==> config.mk <==
export PLATFORM = sky130hd
export DESIGN_NAME = fp_exec_cluster
export DESIGN_NICKNAME = d
export VERILOG_FILES = /design/src/rtl/exec_pkg.sv /design/src/rtl/exec_pipe.sv /design/src/rtl/exec_div.sv /design/src/rtl/fp_exec_cluster.sv
export SDC_FILE = /design/constraint.sdc
export NUM_CORES = 1
export LEC_CHECK = 0
export CAP_MARGIN = 20
export CORE_MARGIN = 2
export CORE_UTILIZATION = 30
export CTS_BUF_LIST = sky130_fd_sc_hd__clkbuf_16
export CTS_CLUSTER_SIZE = 24
export DETAILED_ROUTE_END_ITERATION = 7
export PLACE_DENSITY = 0.64
export SYNTH_ARGS = -nofsm -noshare
export SYNTH_HDL_FRONTEND = slang
export SYNTH_SLANG_ARGS = --single-unit
==> constraint.sdc <==
create_clock -name clk -period 2.68 [get_ports clk]
set_input_delay 0.268 -clock clk [delete_from_list [all_inputs] [get_ports clk]]
set_output_delay 0.268 -clock clk [all_outputs]
set_load 0.05 [all_outputs]
==> src/rtl/exec_pkg.sv <==
package exec_pkg;
   typedef enum logic [1:0] {
      UNIT_INT = 2'd0,
      UNIT_ADD = 2'd1,
      UNIT_MUL = 2'd2,
      UNIT_DIV = 2'd3
   } unit_e;

   localparam int NUM_LANES = 4;

   // Payload transform selectors, one per lane kind
   localparam int XF_INC = 0;
   localparam int XF_ADD3 = 1;
   localparam int XF_SHL = 2;
   localparam int XF_INV = 3;
endpackage

==> src/rtl/exec_pipe.sv <==
module exec_pipe #(
   parameter int DEPTH = 4,
   parameter int TW = 5,
   parameter int DW = 16,
   parameter int XFORM = 0
) (
   input  logic             clk,
   input  logic             rst_n,
   input  logic             in_v,
   input  logic [TW-1:0]    in_tag,
   input  logic [DW-1:0]    in_data,
   output logic [DEPTH-1:0] stg_v,
   output logic [DEPTH*TW-1:0] stg_tag,
   output logic             out_v,
   output logic [TW-1:0]    out_tag,
   output logic [DW-1:0]    out_data
);
   logic [DEPTH-1:0]         v_q, v_d;
   logic [DEPTH-1:0][TW-1:0] t_q, t_d;
   logic [DEPTH-1:0][DW-1:0] d_q, d_d;

   always_comb begin
      v_d[0] = in_v;
      t_d[0] = in_tag;
      d_d[0] = in_data;
      for (int s = 1; s < DEPTH; s++) begin
         v_d[s] = v_q[s-1];
         t_d[s] = t_q[s-1];
         d_d[s] = d_q[s-1];
      end
   end

   always_ff @(posedge clk) begin
      if (!rst_n) begin
         v_q <= '0;
         t_q <= '0;
         d_q <= '0;
      end else begin
         v_q <= v_d;
         t_q <= t_d;
         d_q <= d_d;
      end
   end

   assign stg_v   = v_q;
   assign stg_tag = t_q;
   assign out_v   = v_q[DEPTH-1];
   assign out_tag = t_q[DEPTH-1];

   generate
      if (XFORM == exec_pkg::XF_INC) begin : g_inc
         assign out_data = d_q[DEPTH-1] + DW'(1);
      end else if (XFORM == exec_pkg::XF_ADD3) begin : g_add3
         assign out_data = d_q[DEPTH-1] + DW'(3);
      end else if (XFORM == exec_pkg::XF_SHL) begin : g_shl
         assign out_data = {d_q[DEPTH-1][DW-2:0], 1'b0};
      end else begin : g_inv
         assign out_data = ~d_q[DEPTH-1];
      end
   endgenerate
endmodule

==> src/rtl/exec_div.sv <==
module exec_div #(
   parameter int LAT = 25,
   parameter int TW = 5,
   parameter int DW = 16
) (
   input  logic          clk,
   input  logic          rst_n,
   input  logic          in_v,
   input  logic [TW-1:0] in_tag,
   input  logic [DW-1:0] in_data,
   input  logic          kill_v,
   input  logic [TW-1:0] kill_tag,
   output logic          busy,
   output logic          collide,
   output logic          stg_v,
   output logic [TW-1:0] stg_tag,
   output logic          out_v,
   output logic [TW-1:0] out_tag,
   output logic [DW-1:0] out_data
);
   localparam int CW = (LAT > 1) ? $clog2(LAT) : 1;

   logic          busy_q, v_q;
   logic [CW-1:0] cnt_q;
   logic [TW-1:0] t_q;
   logic [DW-1:0] d_q;

   always_ff @(posedge clk) begin
      if (!rst_n) begin
         busy_q <= 1'b0;
         v_q    <= 1'b0;
         cnt_q  <= '0;
         t_q    <= '0;
         d_q    <= '0;
      end else if (in_v && !busy_q) begin
         busy_q <= 1'b1;
         v_q    <= 1'b1;
         cnt_q  <= CW'(LAT - 1);
         t_q    <= in_tag;
         d_q    <= in_data;
      end else if (busy_q) begin
         if (cnt_q == '0) begin
            busy_q <= 1'b0;
            v_q    <= 1'b0;
         end else begin
            cnt_q <= cnt_q - CW'(1);
         end
         if (kill_v && kill_tag == t_q) begin
            v_q <= 1'b0;
         end
      end
   end

   assign busy     = busy_q;
   assign collide  = in_v && busy_q;
   assign stg_v    = v_q;
   assign stg_tag  = t_q;
   assign out_v    = busy_q && v_q && (cnt_q == '0);
   assign out_tag  = t_q;
   assign out_data = ~d_q;
endmodule

==> src/rtl/fp_exec_cluster.sv <==
module fp_exec_cluster #(
   parameter int TAG_W = 5,
   parameter int DATA_W = 16,
   parameter int ADD_DEPTH = 4,
   parameter int MUL_DEPTH = 7,
   parameter int DIV_LAT = 25,
   localparam int NSTG = 1 + ADD_DEPTH + MUL_DEPTH + 1,
   localparam int NL = exec_pkg::NUM_LANES
) (
   input  logic                  clk,
   input  logic                  rst_n,
   input  logic                  issue_valid,
   input  logic [1:0]            issue_unit,
   input  logic [TAG_W-1:0]      issue_tag,
   input  logic [DATA_W-1:0]     issue_data,
   input  logic                  kill_valid,
   input  logic [TAG_W-1:0]      kill_tag,
   output logic                  div_busy,
   output logic                  err_flag,
   output logic [NL-1:0]         res_valid,
   output logic [NL*TAG_W-1:0]   res_tag,
   output logic [NL*DATA_W-1:0]  res_data,
   output logic [NSTG-1:0]       stage_valid,
   output logic [NSTG*TAG_W-1:0] stage_tag
);
   import exec_pkg::*;

   localparam int DIV_POS = NSTG - 1;

   function automatic int lane_depth(int l);
      case (l)
         0: return 1;
         1: return ADD_DEPTH;
         default: return MUL_DEPTH;
      endcase
   endfunction

   function automatic int lane_off(int l);
      case (l)
         0: return 0;
         1: return 1;
         default: return 1 + ADD_DEPTH;
      endcase
   endfunction

   generate
      if (ADD_DEPTH < 1) begin : g_bad_add
         $error("ADD_DEPTH must be at least 1");
      end
      if (MUL_DEPTH < 1) begin : g_bad_mul
         $error("MUL_DEPTH must be at least 1");
      end
      if (DIV_LAT < 2) begin : g_bad_div
         $error("DIV_LAT must be at least 2");
      end
      if (TAG_W < 1 || DATA_W < 2) begin : g_bad_w
         $error("TAG_W or DATA_W too small");
      end
   endgenerate

   logic [NL-1:0] lane_go;
   always_comb begin
      for (int l = 0; l < NL; l++) begin
         lane_go[l] = issue_valid && (issue_unit == 2'(l));
      end
   end

   // Pipelined lanes: integer, add, multiply
   for (genvar l = 0; l < 3; l++) begin : g_lane
      localparam int D = lane_depth(l);
      localparam int O = lane_off(l);
      exec_pipe #(
         .DEPTH(D), .TW(TAG_W), .DW(DATA_W), .XFORM(l)
      ) pipe_i (
         .clk      (clk),
         .rst_n    (rst_n),
         .in_v     (lane_go[l]),
         .in_tag   (issue_tag),
         .in_data  (issue_data),
         .stg_v    (stage_valid[O +: D]),
         .stg_tag  (stage_tag[O*TAG_W +: D*TAG_W]),
         .out_v    (res_valid[l]),
         .out_tag  (res_tag[l*TAG_W +: TAG_W]),
         .out_data (res_data[l*DATA_W +: DATA_W])
      );
   end

   logic div_collide;

   exec_div #(
      .LAT(DIV_LAT), .TW(TAG_W), .DW(DATA_W)
   ) div_i (
      .clk      (clk),
      .rst_n    (rst_n),
      .in_v     (lane_go[UNIT_DIV]),
      .in_tag   (issue_tag),
      .in_data  (issue_data),
      .kill_v   (kill_valid),
      .kill_tag (kill_tag),
      .busy     (div_busy),
      .collide  (div_collide),
      .stg_v    (stage_valid[DIV_POS]),
      .stg_tag  (stage_tag[DIV_POS*TAG_W +: TAG_W]),
      .out_v    (res_valid[3]),
      .out_tag  (res_tag[3*TAG_W +: TAG_W]),
      .out_data (res_data[3*DATA_W +: DATA_W])
   );

   logic err_q;
   always_ff @(posedge clk) begin
      if (!rst_n) err_q <= 1'b0;
      else if (div_collide) err_q <= 1'b1;
   end
   assign err_flag = err_q;
endmodule

======== Yosys cells after proc, flatten, opt, wreduce, memory -nomap -nowiden ========
Cells that the tools add are included.
cells by class
  reduce and logical (&&, ||, !) cells .... 18
  div/mod/pow operators ................... 0
  shift-type cells ........................ 0
  bitwise operators ....................... 3
  multiply operators ...................... 0
  mux-type cells .......................... 10
  $lt $le $gt $ge ......................... 0
  equality and inequality tests ........... 5
  $add $sub $neg .......................... 3
operators with widths
  cell                                                   count
  adder 16 x 1 -> 16 bit, second input constant          1
  adder 16 x 2 -> 16 bit, second input constant          1
  inverter 16 bit                                        1
  2-to-1 mux 5 bit                                       3
  logical AND 1 bit                                      9
  2-to-1 mux 1 bit                                       7
  AND reduction 2 bit                                    3
  equality test 5 bit                                    1
  logical NOT 5 bit                                      1
  subtractor 5 x 1 -> 5 bit, second input constant       1
  equality test 2 bit, second input constant             2
  nonzero test 3 bit                                     1
  equality test 2 x 1 -> 1 bit, second input constant    1
  logical NOT 2 bit                                      1
  inequality test 2 x 1 -> 1 bit, second input constant  1
  inverter 1 bit                                         2
  nonzero test 2 bit                                     1
  OR reduction 2 bit                                     1
  logical NOT 1 bit                                      1
word-level totals
  bits in latches ......................... 0
  bits of input ports ..................... 32
  memories ................................ 0
  output and inout bits ................... 168
  ROM bits ................................ 0
  RAM bits ................................ 0
  register bits ........................... 185

======== Longest topological paths before layout ========
Gate-level depths: netlist of the first run.
  word-level depth ........................ 5
  depth in mapped cells ................... 6

======== Cells and area by module ========
Synthesis of the first run repeated with hierarchy kept, for this count alone.
second synthesis, totals
  cells, all modules ...................... 808
  area, all modules ....................... 9,006.1 um^2
by module, submodules not included
  module                        times used  area an instance (um^2)  seq. area each (um^2)  cells each
  exec_pipe (g_lane[2].pipe_i)  1           4,095.2                  2,942.8                318
  exec_pipe (g_lane[1].pipe_i)  1           2,710.1                  1,761.7                234
  exec_div                      1           1,207.4                  560.5                  155
  exec_pipe (g_lane[0].pipe_i)  1           928.4                    440.4                  95
  fp_exec_cluster               1           65.1                     20.0                   6

======== Worst setup path after synthesis of the first run ========
Ideal clock, no wire load.
  path kind ............................... register to output
  from .................................... register, netlist name g_lane[2].pipe_i.d_d[64]
  to ...................................... output port res_data[30]
  path slack .............................. 0.232 ns
  arrival ................................. 2.180 ns
  buffers on the path ..................... 0
  stages on the path, launching flop included .. 6
  data required time ...................... 2.412 ns
  path through ............................ dfxtp_1 > inv_1 > ha_1 > nand4b_1 > nor4_1 > xor2_1
RTL lines
  item       RTL line               RTL
  to (decl)  fp_exec_cluster.sv:22  output logic [NL*DATA_W-1:0] res_data,

==> results_dict.tcl, run 1 <==
set metrics [dict create \
    finalHoldViolations 0 \
    comb_power_share_pct 9.6 \
    r2r-start "div_i.cnt_q[0]" \
    synth_nets 661 \
    dp.cells 1025 \
    drive_gt1_share_pct 7.289 \
    fmax_ghz 0.4032 \
    netlist.area_leader.share_pct 58.42 \
    critical_path_class "reg2out" \
    clkTransAtPathRegs_ns 0.07 \
    switching_share_pct 24.26 \
    initial_core_util_pct 30.35 \
    rows 53 \
    hpwl_um 9921 \
    cp_slowest_cell "clkdlybuf4s50_1" \
    power_frac_clock_pct 43.1 \
    clock_latency_ns 0.42 \
    numCtsBuffers 17 \
    async_reset_ff_share_pct 0 \
    layout.nets 804 \
    synth-edff-count 0 \
    hp-class "in2reg" \
    routed_via_density 3.965 \
    synth_seq_cells 185 \
    n_antenna_cell 0 \
    worstMarginPinSlew_ns 0.5981 \
    wl_met3_um 945 \
    vdd_drop_max_v 0.0004000 \
    ant_nets 0 \
    synth_top_cell_by_area "dfxtp_1" \
    rsz0062_at_grt "no" \
    worstHoldStart "rst_n" \
    totalPowerFinal_mw 6.052 \
    clock-sinks 185 \
    cts.path.max_buffers 2 \
    synthCells 626 \
    drc 0 \
    grt_max_degree 87 \
    ys.flop_type "dfxtp_1" \
    routed.top_layer "met4" \
    gp_congestion 0.7565 \
    maxCapViolations 0 \
    start_kind "register" \
    crit_start "g_lane[2].pipe_i.d_d[16]" \
    drt_iter0_markers 216 \
    cp_slowest_stage_delay_ns 0.85 \
    io_buffers 198 \
    setup_viol 0 \
    grt_use_total_pct 12.45 \
    crit_fanout 5 \
    finalSetupTns_ns 0 \
    seq_power_share_pct 47.3 \
    postLayoutCoreUtil_pct 42.11 \
    globalRouteOverflowTotal 0 \
    pin_count 200 \
    wl_met2_um 6531 \
    power.density_nw_per_um2 688.0 \
    yosysMostFrequentCell "dfxtp_1" \
    cp_cell_sequence "ha_1 > nand3_1 > xnor2_1 > clkdlybuf4s50_1" \
    die-area_um2 22310 \
    critPathCaptureType "primary output" \
    netlist_area_um2 6340 \
    grt_pass1_wl_um 21230 \
    wl_met1_um 6017 \
    fin_ws_ns 0.1999 \
    ff2ff_setup_slack_ns 1.08 \
    p_int_mw 4.583 \
    status "completed" \
    syn_to_final_growth_pct 38.74 \
    cts_root_buf "clkbuf_16" \
    stdcell_count 1057 \
    cts_max_level 4 \
    synthTopCellsByArea "dfxtp_1 58%, and2_1 14%, buf_4 6.4%, nand2_1 3.1%, xor2_1 2.6%" \
    synth.avg_cell_area_um2 10.13 \
    wl_um 13640 \
    vias 4191 \
    skew_ns 0.01140 \
    antenna_found_initial 0 \
    synth_common_cells "185 x dfxtp_1, 146 x and2_1, 54 x buf_4" \
    worstPathRequired_ns 2.41 \
    grt_pass1_vias 3952 \
    ys_types 35 \
    drt_pass1_iterations 4 \
    period_share_pct 92.54 \
    coreArea_um2 20890 \
    detailedPlace.worstSlack_ns 0.4417 \
    wl_per_cell_um 12.91 \
    switchingPower_mw 1.468 \
    die_w_um 149.4 \
    relSlewSlack_pct 60.13 \
    critPathArrivalTime_ns 2.21 \
    yosysWarnings 0 \
    drv_slew 0 \
    yosysSeqAreaShare_pct 58.42 \
    cts_tree "yes" \
    dieHeight_um 149.4 \
    post-route-min-period_ns 2.480 \
    leakage_nw 3.485 \
]
critical path, delay by kind of cell, from the launching register on:
family,cells,cell delay [ns]
adders and majority gates,1,0.26
and+or+nand+nor,1,0.11
DFF,1,0.42
buffers and inverters,1,0.85
xor gates and xnor gates,1,0.14
layer usage:
metal / up-vias / GRT usage, %
met5: - / 0
met4: 0 / 4.286
met3: 11 / 4.526
met2: 119 / 20.18
met1: 1854 / 15.27
li1: 2207 / -
layout make-up:
class | count | area (µm²)
Fill cell | 2041 | 12090
Clock inverter | 15 | 198.9
Timing Repair Buffer | 204 | 1996
Sequential cell | 185 | 3704
Multi-Input combinational cell | 334 | 2027
Clock buffer | 17 | 425.4
Tap cell | 275 | 344.1
Inverter | 27 | 101.3
path summary, 6_finish.rpt:
kind                                to  cells after the start
max reg2reg             div_i.cnt_q[1]                      5
min reg2reg  g_lane[2].pipe_i.d_d[104]                      1
max                        res_data[4]                      4
min           g_lane[2].pipe_i.d_d[16]                      2
state kept, by name, indices dropped and copies added, names as in the netlist, 5 cells and up:
register / flops
div_i.cnt_q: 5
div_i.d_q: 16
div_i.out_tag: 5
g_lane.pipe_i.d_d: 94
g_lane.pipe_i.out_data: 15
g_lane.pipe_i.out_tag: 5
g_lane.pipe_i.stg_tag: 30
g_lane.pipe_i.stg_v: 11
cell usage in the layout (no fill, tap or decap), types with 2 or more instances in the layout:
master / n
nor2_1: 13
dfxtp_1: 185
and4b_1: 2
nor3b_1: 3
clkinvlp_4: 2
buf_4: 23
clkinv_4: 2
nand4b_1: 3
xor2_1: 19
a41oi_1: 2
dlymetal6s2s_1: 5
inv_6: 2
nand2b_1: 2
xnor2_1: 14
nand4_1: 7
and2_1: 146
clkbuf_16: 17
nor4_1: 9
nand2_1: 53
bufinv_16: 4
inv_1: 28
nor3_1: 8
a21oi_1: 25
clkdlybuf4s50_1: 175
clkinv_2: 2
ha_1: 3
nand3_1: 11
cells by family (layout without fill, tap and decap cells):
family | Yosys count | count (layout) | share of synthesized area, %
flip-flops | 185 | 185 | 58.42
adder cells (fa/ha/maj) | 3 | 3 | 0.5921
XOR/XNOR | 33 | 33 | 4.559
other | 1 | 1 | 0.05915
AND/OR/NAND/NOR | 264 | 264 | 23.70
AO/OA/AOI/OAI | 33 | 33 | 3.059
buffers and inverters | 107 | 263 | 9.611
power groups by stage:
stage          clock [mW]  sequential, mW  combinational [mW]
5_1_grt              2.82            2.87               0.613
3_3_place_gp            0            2.92               0.586
6_report             2.61            2.86               0.580
4_1_cts              2.70            2.86               0.588
3_5_place_dp            0            2.92               0.587
2_1_floorplan           0            2.97               0.339
stage by stage:
step	area [µm²]	hold slack (ns)
2_1_floorplan	6340	0.3438
3_3_place_gp	8160	0.4136
3_5_place_dp	8160	0.4177
4_1_cts	8783	0.1976
5_1_grt	8796	0.2154
6_report	8796	0.2226
repair_timing:
action | CTS | global route
buffers inserted | 0 | 0
hold buffers | 0 | 0
pin swaps | 0 | 0
gates resized for setup | 1 | 5
gates cloned | 0 | 0
setup endpoints to repair | 1 | 5
Note: power is estimated with default switching activity, not from simulation.
==> run 2, diff against run 1 <==
--- a/config.mk
+++ b/config.mk
@@ -7,11 +7,12 @@
 export LEC_CHECK = 0
 export CAP_MARGIN = 20
 export CORE_MARGIN = 2
-export CORE_UTILIZATION = 30
+export CORE_UTILIZATION = 50
 export CTS_BUF_LIST = sky130_fd_sc_hd__clkbuf_16
 export CTS_CLUSTER_SIZE = 24
 export DETAILED_ROUTE_END_ITERATION = 7
-export PLACE_DENSITY = 0.64
+export PLACE_DENSITY_LB_ADDON = 0.3
+export SLEW_MARGIN = 20
 export SYNTH_ARGS = -nofsm -noshare
 export SYNTH_HDL_FRONTEND = slang
 export SYNTH_SLANG_ARGS = --single-unit
==> results_dict.tcl, run 2 (same netlist as run 1, synthesis figures left out) <==
set metrics [dict create \
    status "completed" \
    vdd_drop_max_v 0.0003364 \
    power_frac_clock_pct 41.5 \
    syn_to_final_growth_pct 36.12 \
    finalHoldViolations 0 \
    stdcell_count 953 \
    grt_use_total_pct 18.22 \
    dieHeight_um 116.6 \
    drt_pass1_iterations 4 \
    largest_reg_flops 94 \
    drt_iter0_markers 234 \
    setup_viol 0 \
    io_buffers 198 \
    coreArea_um2 12520 \
    critical_path_class "reg2out" \
    critPathCaptureType "primary output" \
    critPathArrivalTime_ns 2.23 \
    worstHoldStart "rst_n" \
    grt_pass1_wl_um 19180 \
    pin_count 200 \
    start_kind "register" \
    wl_per_cell_um 12.77 \
    drc 0 \
    grt_max_degree 98 \
    die-area_um2 13600 \
    maxCapViolations 0 \
    n_antenna_cell 0 \
    fmax_ghz 0.4003 \
    clock-sinks 185 \
    initial_core_util_pct 50.65 \
    leakage_nw 3.481 \
    switchingPower_mw 1.398 \
    rsz0062_at_grt "no" \
    final_common_cell "dfxtp_1" \
    clkTransAtPathRegs_ns 0.06 \
    ant_nets 0 \
    die_w_um 116.6 \
    cts_max_level 4 \
    comb_power_share_pct 9.7 \
    hold_path_depth 2 \
    vias 4323 \
    worstPathRequired_ns 2.41 \
    seq_power_share_pct 48.8 \
    dp.cells 921 \
    numCtsBuffers 17 \
    crit_fanout 5 \
    fin_area_um2 8630 \
    whs_ns 0.3394 \
    drive_gt1_share_pct 6.402 \
    hp-class "in2reg" \
    finalSetupTns_ns 0 \
    cts_root_buf "clkbuf_16" \
    p_int_mw 4.466 \
    clock_latency_ns 0.42 \
    gp_congestion 0.8748 \
    switching_share_pct 23.84 \
    antenna_found_initial 0 \
    cts.path.max_buffers 2 \
    final_cell_mix "185 x dfxtp_1, 176 x clkdlybuf4s50_1, 146 x and2_1" \
    layout.nets 803 \
    dpl_cell_area_um2 8036 \
    wl_um 12170 \
    skew_ns 0.005527 \
    drv_slew 0 \
    fillers 1019 \
    post_cts_buffers 0 \
    cts_tree "yes" \
    worstMarginPinSlew_ns 0.6411 \
    hpwl_um 8815 \
    ff2ff_setup_slack_ns 1.01 \
    period_share_pct 93.23 \
    r2r-start "div_i.cnt_q[0]" \
    globalRouteOverflowTotal 0 \
    relSlewSlack_pct 57.26 \
    grt_pass1_vias 4076 \
    power.density_nw_per_um2 679.6 \
    post-route-min-period_ns 2.498 \
    routed_via_density 4.536 \
    rows 41 \
    reg2reg_depth 5 \
    crit_start "g_lane[2].pipe_i.d_d[16]" \
]
-- run 2: path summary, 6_finish.rpt --
check	endpoint
hold reg to reg	g_lane[2].pipe_i.d_d[109]
setup / recovery	res_data[10]
setup reg to reg	div_i.cnt_q[0]
hold / removal	g_lane[2].pipe_i.stg_tag[5]
-- run 2: cell type report --
type | instances | area (µm²) | share of cell area (%)
clock buffer | 17 | 425.4 | 4.930
clock inverter | 15 | 160.2 | 1.856
sequential | 185 | 3704 | 42.92
inverter | 27 | 101.3 | 1.174
tap | 172 | 215.2 | 2.494
timing repair buffer | 203 | 1997 | 23.14
multi-input combinational | 334 | 2027 | 23.49
-- run 2: power groups by stage --
stage | combinational [mW] | sequential, mW | clock [mW]
floorplan | 0.339 | 2.97 | 0
global placement | 0.566 | 2.92 | 0
detailed placement | 0.573 | 2.92 | 0
CTS | 0.573 | 2.86 | 2.48
global route | 0.600 | 2.87 | 2.60
finish | 0.568 | 2.86 | 2.43
-- run 2: critical path: stages, from the launching register on --
cell and delay, ns:
dfxtp_1 0.40, ha_1 0.25, nand3_1 0.19, nor3_1 0.22
xor2_1 0.22, clkdlybuf4s15_1 0.52
-- run 2: through the flow --
stage	worst slack [ns]	total power, mW	util (%)
floorplan	0.2317	3.311	-
global route	0.003560	6.071	68.94
CTS	0.002385	5.917	68.84
finish	0.1816	5.864	68.94
global placement	0.4174	3.485	64.20
detailed placement	0.3445	3.496	64.20
-- run 2: what timing repair did --
action | in CTS | in global routing
gates resized for setup | 4 | 9
endpoints found under the setup margin | 4 | 8
hold buffers | 0 | 0
cloned | 0 | 0
-- run 2: layer usage --
| layer | global-route usage (%) | up-vias | share of wire (%) |
|---|---|---|---|
| li1 | - | 2200 | - |
| met1 | 21.37 | 1958 | 42 |
| met2 | 30.47 | 146 | 49 |
| met3 | 6.331 | 19 | 7.2 |
| met4 | 7.765 | 0 | 1.9 |
| met5 | 0 | - | 0 |
==> run 3, diff against run 2 <==
--- a/config.mk
+++ b/config.mk
@@ -6,8 +6,9 @@
 export NUM_CORES = 1
 export LEC_CHECK = 0
 export CAP_MARGIN = 20
+export CORE_ASPECT_RATIO = 0.5
 export CORE_MARGIN = 2
-export CORE_UTILIZATION = 50
+export CORE_UTILIZATION = 36
 export CTS_BUF_LIST = sky130_fd_sc_hd__clkbuf_16
 export CTS_CLUSTER_SIZE = 24
 export DETAILED_ROUTE_END_ITERATION = 7
==> constraint.sdc (replaced) <==
create_clock -name clk -period 2.8 [get_ports clk]
set_input_delay 0.28 -clock clk [delete_from_list [all_inputs] [get_ports clk]]
set_output_delay 0.28 -clock clk [all_outputs]
set_load 0.05 [all_outputs]
==> results_dict.tcl, run 3 (same netlist as run 1, synthesis figures left out) <==
set metrics [dict create \
    cp_slowest_cell "clkdlybuf4s50_1" \
    power.density_nw_per_um2 644.6 \
    vias 4220 \
    die-area_um2 18750 \
    cp_slowest_stage_delay_ns 0.85 \
    skew_ns 0.01168 \
    clock-sinks 185 \
    rows 34 \
    crit_fanout 7 \
    detailedPlace.worstSlack_ns 0.4152 \
    comb_power_share_pct 9.8 \
    switchingPower_mw 1.530 \
    finalSetupTns_ns 0 \
    drt_iter0_markers 195 \
    layout.nets 802 \
    relSlewSlack_pct 53.69 \
    vdd_drop_max_v 0.0004959 \
    drc 0 \
    largest_reg_flops 94 \
    final_common_cell "dfxtp_1" \
    wl_per_cell_um 13.23 \
    fmax_ghz 0.3723 \
    hp-class "in2reg" \
    start_kind "register" \
    reg2reg_depth 4 \
    critPathArrivalTime_ns 2.41 \
    hpwl_um 9656 \
    grt_pass1_vias 4008 \
    globalRouteOverflowTotal 0 \
    switching_share_pct 27.28 \
    antenna_found_initial 0 \
    gp_congestion 0.7702 \
    syn_to_final_growth_pct 37.26 \
    io_buffers 198 \
    drt_pass1_iterations 4 \
    cts_root_buf "clkbuf_16" \
    ant_nets 0 \
    coreArea_um2 17310 \
    n_antenna_cell 0 \
    finalHoldViolations 0 \
    status "completed" \
    leakage_nw 3.431 \
    fin_ws_ns 0.1140 \
    drv_slew 0 \
    fin_area_um2 8702 \
    pin_count 200 \
    dieHeight_um 97.84 \
    cts.path.max_buffers 2 \
    clock_latency_ns 0.42 \
    grt_max_degree 83 \
    power_frac_clock_pct 41.4 \
    grt_pass1_wl_um 20860 \
    whs_ns 0.4163 \
    worstMarginPinSlew_ns 0.6942 \
    cp_cell_sequence "o2111ai_2 > nor3_1 > xnor2_1 > clkdlybuf4s50_1" \
    grt_use_total_pct 14.32 \
    dpl_cell_area_um2 8117 \
    worst-path-buf-inv 1 \
    crit_family "buffers and inverters" \
    final_cell_mix "185 x dfxtp_1, 182 x clkdlybuf4s50_1, 146 x and2_1" \
    cts_max_level 4 \
    die_w_um 191.7 \
    clkTransAtPathRegs_ns 0.08 \
    post-route-min-period_ns 2.686 \
    setup_viol 0 \
    totalPowerFinal_mw 5.609 \
    critPathCaptureType "primary output" \
    initial_core_util_pct 36.62 \
    period_share_pct 95.93 \
    maxCapViolations 0 \
    numCtsBuffers 17 \
    drive_gt1_share_pct 6.154 \
    seq_power_share_pct 48.8 \
    fillers 1632 \
    hold_path_depth 3 \
    post_cts_buffers 0 \
    cts_tree "yes" \
    worst-path-stages 4 \
    worstPathRequired_ns 2.52 \
    p_int_mw 4.079 \
    routed_via_density 4.162 \
    critical_path_class "reg2out" \
    wl_um 13420 \
    rsz0062_at_grt "no" \
]
==> run 3: changes by cell type in the layout (fill, tap and decap cells not counted), moves of 3 or more <==
cell / delta
inv_8: +6
bufinv_16: -3
inv_1: -3
buf_4: -5
clkinv_2: -3
clkdlybuf4s50_1: +6
==> run 3: worst register-to-register path, stage by stage, from the launching register on <==
cell	delay, ns
dfxtp_1	0.32
buf_4	0.18
and4b_1	0.72
o221ai_1	0.28
a41oi_1	0.20
==> run 3: what timing repair did <==
| item | 4_1_cts | 5_1_grt |
|---|---|---|
| endpoints found under the setup margin | 4 | 4 |
| resized for setup | 4 | 4 |
| hold buffers | 0 | 0 |
| pin swaps | 0 | 0 |
==> run 3: through the flow <==
stage          util [%]  cells
6_report          50.26   1014
5_1_grt           50.26   1014
4_1_cts           50.20   1014
3_5_place_dp      46.88    982
3_3_place_gp      46.88    982
2_1_floorplan         -    626
==> run 3: metal layers <==
metal  vias up  track usage [%]  wire length (µm)
met4         0            4.911               217
met1      1914            18.57              6302
li1       2201                -                 -
met3        15            4.421               686
met2        90            22.69              6209
met5         -                0                 0
==> run 3: layout make-up <==
type                       instances  area, µm²  share of cell area (%)
clock buffer                      17      425.4                   4.889
clock inverter                    15      155.1                   1.783
inverter                          27      101.3                   1.165
multi-input combinational        334       2027                   23.29
sequential                       185       3704                   42.56
tap                              234      292.8                   3.364
timing repair buffer             202       1997                   22.95
==> run 3: final timing paths <==
kind / start / end / slack (ns)
max reg2reg: div_i.busy / div_i.stg_v / 1.03
max: g_lane[2].pipe_i.d_d[66] / res_data[25] / 0.11
min reg2reg: g_lane[2].pipe_i.d_d[35] / g_lane[2].pipe_i.d_d[51] / 0.43
min: rst_n / div_i.stg_v / 0.42
==> run 3: power groups by stage <==
stage / sequential (mW) / combinational (mW) / clock [mW]
floorplan: 2.84 / 0.325 / 0
global placement: 2.80 / 0.557 / 0
detailed placement: 2.80 / 0.558 / 0
CTS: 2.74 / 0.557 / 2.38
global route: 2.75 / 0.580 / 2.49
finish: 2.74 / 0.551 / 2.32
